[config.mk]
export PLATFORM = sky130hd
export DESIGN_NAME = dma_cfg_reg
export DESIGN_NICKNAME = d
export VERILOG_FILES = /design/src/rtl/dma_cfg_pkg.sv /design/src/rtl/dma_cfg_store.sv /design/src/rtl/dma_irq_gate.sv /design/src/rtl/dma_irq_shaper.sv /design/src/rtl/dma_cfg_reg.sv
export SDC_FILE = /design/constraint.sdc
export NUM_CORES = 1
export LEC_CHECK = 0
export BUFFER_PORTS_ARGS = -buffer_cell sky130_fd_sc_hd__buf_4
export CAP_MARGIN = 20
export CORE_AREA = 10 10 47 49
export DETAILED_ROUTE_END_ITERATION = 7
export DIE_AREA = 0 0 57 59
export GPL_ROUTABILITY_DRIVEN = 0
export PLACE_DENSITY = 0.67
export RECOVER_POWER = 100
export SLEW_MARGIN = 20
export SYNTH_ARGS = -nofsm -noshare
export SYNTH_HDL_FRONTEND = slang
export SYNTH_SLANG_ARGS = --single-unit
[constraint.sdc]
create_clock -name clk_i -period 1 [get_ports clk_i]
set_input_delay 0.1 -clock clk_i [delete_from_list [all_inputs] [get_ports clk_i]]
set_output_delay 0.1 -clock clk_i [all_outputs]
set_load 0.01 [all_outputs]
[src/rtl/dma_cfg_pkg.sv]
package dma_cfg_pkg;
  localparam int BURST_LSB   = 0;
  localparam int EN_BIT      = 2;
  localparam int DIR_BIT     = 3;
  localparam int RELOAD_BIT  = 4;
  localparam int PINMODE_BIT = 5;
  localparam int EP_EN_LSB   = 6;
endpackage

[src/rtl/dma_cfg_store.sv]
module dma_cfg_store
  import dma_cfg_pkg::*;
#(
  parameter int REG_W = 8
) (
  input  logic             clk_i,
  input  logic             rst_ni,
  input  logic             wr_en_i,
  input  logic [REG_W-1:0] wr_data_i,
  input  logic             eot_i,
  output logic [REG_W-1:0] q_o
);
  logic [REG_W-1:0] q_d;

  always_comb begin
    q_d = q_o;
    if (wr_en_i) begin
      q_d = wr_data_i;                      // write beats eot
    end else if (eot_i && !q_o[RELOAD_BIT]) begin
      q_d[EN_BIT] = 1'b0;
    end
  end

  always_ff @(posedge clk_i or negedge rst_ni) begin
    if (!rst_ni) q_o <= '0;
    else         q_o <= q_d;
  end
endmodule

[src/rtl/dma_irq_gate.sv]
module dma_irq_gate #(
  parameter int N_GATED = 2,
  parameter int N_CORE  = 4
) (
  input  logic [N_GATED-1:0] ep_irq_i,
  input  logic [N_GATED-1:0] ep_en_i,
  input  logic [N_CORE-1:0]  core_irq_i,
  output logic               req_o
);
  logic [N_GATED-1:0] masked;

  for (genvar k = 0; k < N_GATED; k++) begin : g_mask
    assign masked[k] = ep_irq_i[k] & ep_en_i[k];
  end

  assign req_o = (|masked) | (|core_irq_i);
endmodule

[src/rtl/dma_irq_shaper.sv]
module dma_irq_shaper (
  input  logic clk_i,
  input  logic rst_ni,
  input  logic pulse_mode_i,
  input  logic req_i,
  output logic irq_o
);
  logic req_q;

  always_ff @(posedge clk_i or negedge rst_ni) begin
    if (!rst_ni) req_q <= 1'b0;
    else         req_q <= req_i;
  end

  assign irq_o = pulse_mode_i ? (req_i & ~req_q) : req_i;
endmodule

[src/rtl/dma_cfg_reg.sv]
module dma_cfg_reg
  import dma_cfg_pkg::*;
#(
  parameter int N_GATED = 2,
  parameter int N_CORE  = 4,
  localparam int REG_W  = EP_EN_LSB + N_GATED
) (
  input  logic               clk_i,
  input  logic               rst_ni,
  input  logic               wr_en_i,
  input  logic [REG_W-1:0]   wr_data_i,
  input  logic               eot_i,
  input  logic [N_GATED-1:0] ep_irq_i,
  input  logic [N_CORE-1:0]  core_irq_i,
  output logic [REG_W-1:0]   cfg_o,
  output logic [1:0]         burst_o,
  output logic               dma_en_o,
  output logic               dma_dir_o,
  output logic               auto_reload_o,
  output logic               irq_o
);
  logic [REG_W-1:0] cfg_q;
  logic             comb_req;

  dma_cfg_store #(.REG_W(REG_W)) u_store (
    .clk_i     (clk_i),
    .rst_ni    (rst_ni),
    .wr_en_i   (wr_en_i),
    .wr_data_i (wr_data_i),
    .eot_i     (eot_i),
    .q_o       (cfg_q)
  );

  dma_irq_gate #(.N_GATED(N_GATED), .N_CORE(N_CORE)) u_gate (
    .ep_irq_i   (ep_irq_i),
    .ep_en_i    (cfg_q[REG_W-1:EP_EN_LSB]),
    .core_irq_i (core_irq_i),
    .req_o      (comb_req)
  );

  dma_irq_shaper u_shaper (
    .clk_i        (clk_i),
    .rst_ni       (rst_ni),
    .pulse_mode_i (cfg_q[PINMODE_BIT]),
    .req_i        (comb_req),
    .irq_o        (irq_o)
  );

  assign cfg_o         = cfg_q;
  assign burst_o       = cfg_q[BURST_LSB+1:BURST_LSB];
  assign dma_en_o      = cfg_q[EN_BIT];
  assign dma_dir_o     = cfg_q[DIR_BIT];
  assign auto_reload_o = cfg_q[RELOAD_BIT];
endmodule

==> metrics.txt <==
placed cell area=636 um2; dpl cells=71; vias per cell=4.40; GRT Resource Usage Total=0.0704; Final Critical Period=1.15 ns; Yosys reg bits=9; Fin. Hold Viols=0; H-tree depth=1; # DRC=0; register area share after synthesis=0.513; P_sw=0.245 mW; WS Path Type=flop to output port; RSZ-0062 raised after global routing=true; Worst Tran Pin Value=0.518 ns; clock skew=0.0101 ns; worst skew pair latency=0.26 ns; crit path cell chain=a22oi_2 > a22oi_1 > buf_4; clock buffer depth=2; crit path launch type=flop; WHS=0.0321 ns; CTS tree=done; WL/cell=15.5 um; Inserted Clock Buffers=3; TritonCTS Sinks=9; register share of total power=0.461; Post-Syn Area=439 um2; Crit. End Element=output port; wirelength, routed=1210 um; cell family with most CP delay=flip-flops; Die Area=3360 um2; DR iter-0 viols=1; first-pass GRT wire length=1850 um; crit-path max cell delay=0.39 ns; core area=1400 um2; Worst path slowest cell=dfrtp_1; Buf/Inv on CP=1; synthesis-to-layout area growth=43.0%; final worst slack=-0.152 ns; clock slew at reported path FFs=0.07 ns; DR pass1 iterations=2; layout cells sized above 1=0.452; GR Overflow Total=0; # diodes=0; Non-Filler Instances=78; antenna viol nets, final=0; vias in the first global route=385; Syn Area/Cell=14.2 um2; switching share of total power=0.268; Clk network pwr share=0.303; hold depth=3; largest net degree at the start of global routing=10; max-slew violation count=0; worst reg2reg path depth=2; DIE HEIGHT=59 um; VDD IR max=700 uV; Power Density=1460 nW/um2; DR vias=343; period utilisation layout=1.15; Mapped Nets=49; maxcap violations=0; hold crit path type=input pin to flop; combinational power share=0.235; CP arrival=1.05 ns; failing checks=negative setup slack; Clock Root Buffer=clkbuf_4; Netlist cell types=10; Syn Inst Count=31; # setup viols final=3; final net count=81; die width=57 um; worst slack, placed=0.0650 ns; Cell Rows=14; Pint=0.670 mW; YS warnings=0; PortBufs=31; Static Leak=0.291 nW; Finished Core Util=0.448; Worst path depth=3; Starting Density=0.313; CP Max Fanout=2; data required time at the worst endpoint=0.90 ns; status=complete, but fails checks; post-route cell area=628 um2; initial antenna violation count=0; normalized max-slew margin=0.654; Final HPWL DP=989 um; IO Pins=32; highest achievable clock rate=868 MHz
## worst register-to-register path, cell delays in order, from the launching register on
cell	delay, ns
dfrtp_1	0.39
buf_4	0.14
mux2_4	0.26
## placed cells by master (no fill, tap or decap), types with 2 or more instances in the layout
cell type / netlist / layout
clkbuf_1: 0 / 13
clkbuf_4: 0 / 4
mux2_4: 7 / 2
mux2_1: 0 / 5
buf_4: 6 / 20
nand2_1: 2 / 2
dfrtp_1: 9 / 9
## path summary, 6_finish.rpt
path                                start             end  slack [ns]
max reg2reg                u_store.q_o[6]  u_store.q_o[6]        0.10
max                        u_store.q_o[6]           irq_o       -0.15
min in group asynchronous          rst_ni  u_store.q_o[1]        0.32
min reg2reg                u_store.q_o[7]  u_shaper.req_q        0.51
min                          wr_data_i[2]  u_store.q_o[2]        0.03
max in group asynchronous          rst_ni  u_shaper.req_q        0.32
## power by group through the flow
stage	sequential (mW)	combinational (mW)	clock, mW
floorplan	0.440	0.122	0
global placement	0.429	0.253	0
detailed placement	0.433	0.256	0
CTS	0.425	0.277	0.284
global route	0.427	0.236	0.306
finish	0.422	0.215	0.277
## routing by layer
layer | routed length [um] | track usage | vias to the layer above
li1 | - | - | 164
met1 | 447 | 0.0675 | 158
met2 | 631 | 0.116 | 21
met3 | 132 | 0.0472 | 0
met4 | 0 | 0.0302 | 0
met5 | 0 | 0 | -
## cell families (layout without fill, tap and decap cells)
family	Yosys count	after routing	synth area share
and+or+nand+nor	4	4	0.0598
AOI/OAI and AO/OA	3	3	0.0513
buffers and inverters	8	39	0.137
muxes	7	7	0.239
DFF	9	9	0.513
## sequential cells by signal, indices dropped and copies added, names as in the netlist
register / count
u_shaper.req_q: 1
u_store.q_o: 8
## metrics by stage
stage          total power [mW]  TNS (ns)
2_1_floorplan             0.562         0
5_1_grt                   0.969    -0.321
6_report                  0.915    -0.173
3_3_place_gp              0.682         0
4_1_cts                   0.986    -0.184
3_5_place_dp              0.689         0
## final cells by class
cell class	count	area, um2
clock buffers	4	26.3
inverters	1	3.75
well taps	16	20.0
flip-flops and latches	9	225
fillers	147	773
repair buffers	34	213
multi-input cells	14	140
## cell usage after synthesis, drive strengths merged
cell   n  share of area
dfrtp  9           0.51
buf    7           0.13
mux2   7           0.24
a22oi  2          0.034
nand2  2          0.017
inv    1         0.0085
nor2b  1          0.014
nor4   1          0.028
o31ai  1          0.017
## what timing repair did
item	in CTS	in global routing
setup endpoints to repair	1	3
hold buffers	1	0
gates resized for setup	1	0
gates cloned	0	0
buffers inserted	2	0
hold endpoints to repair	9	0
Power figures use the tool's default switching activity.
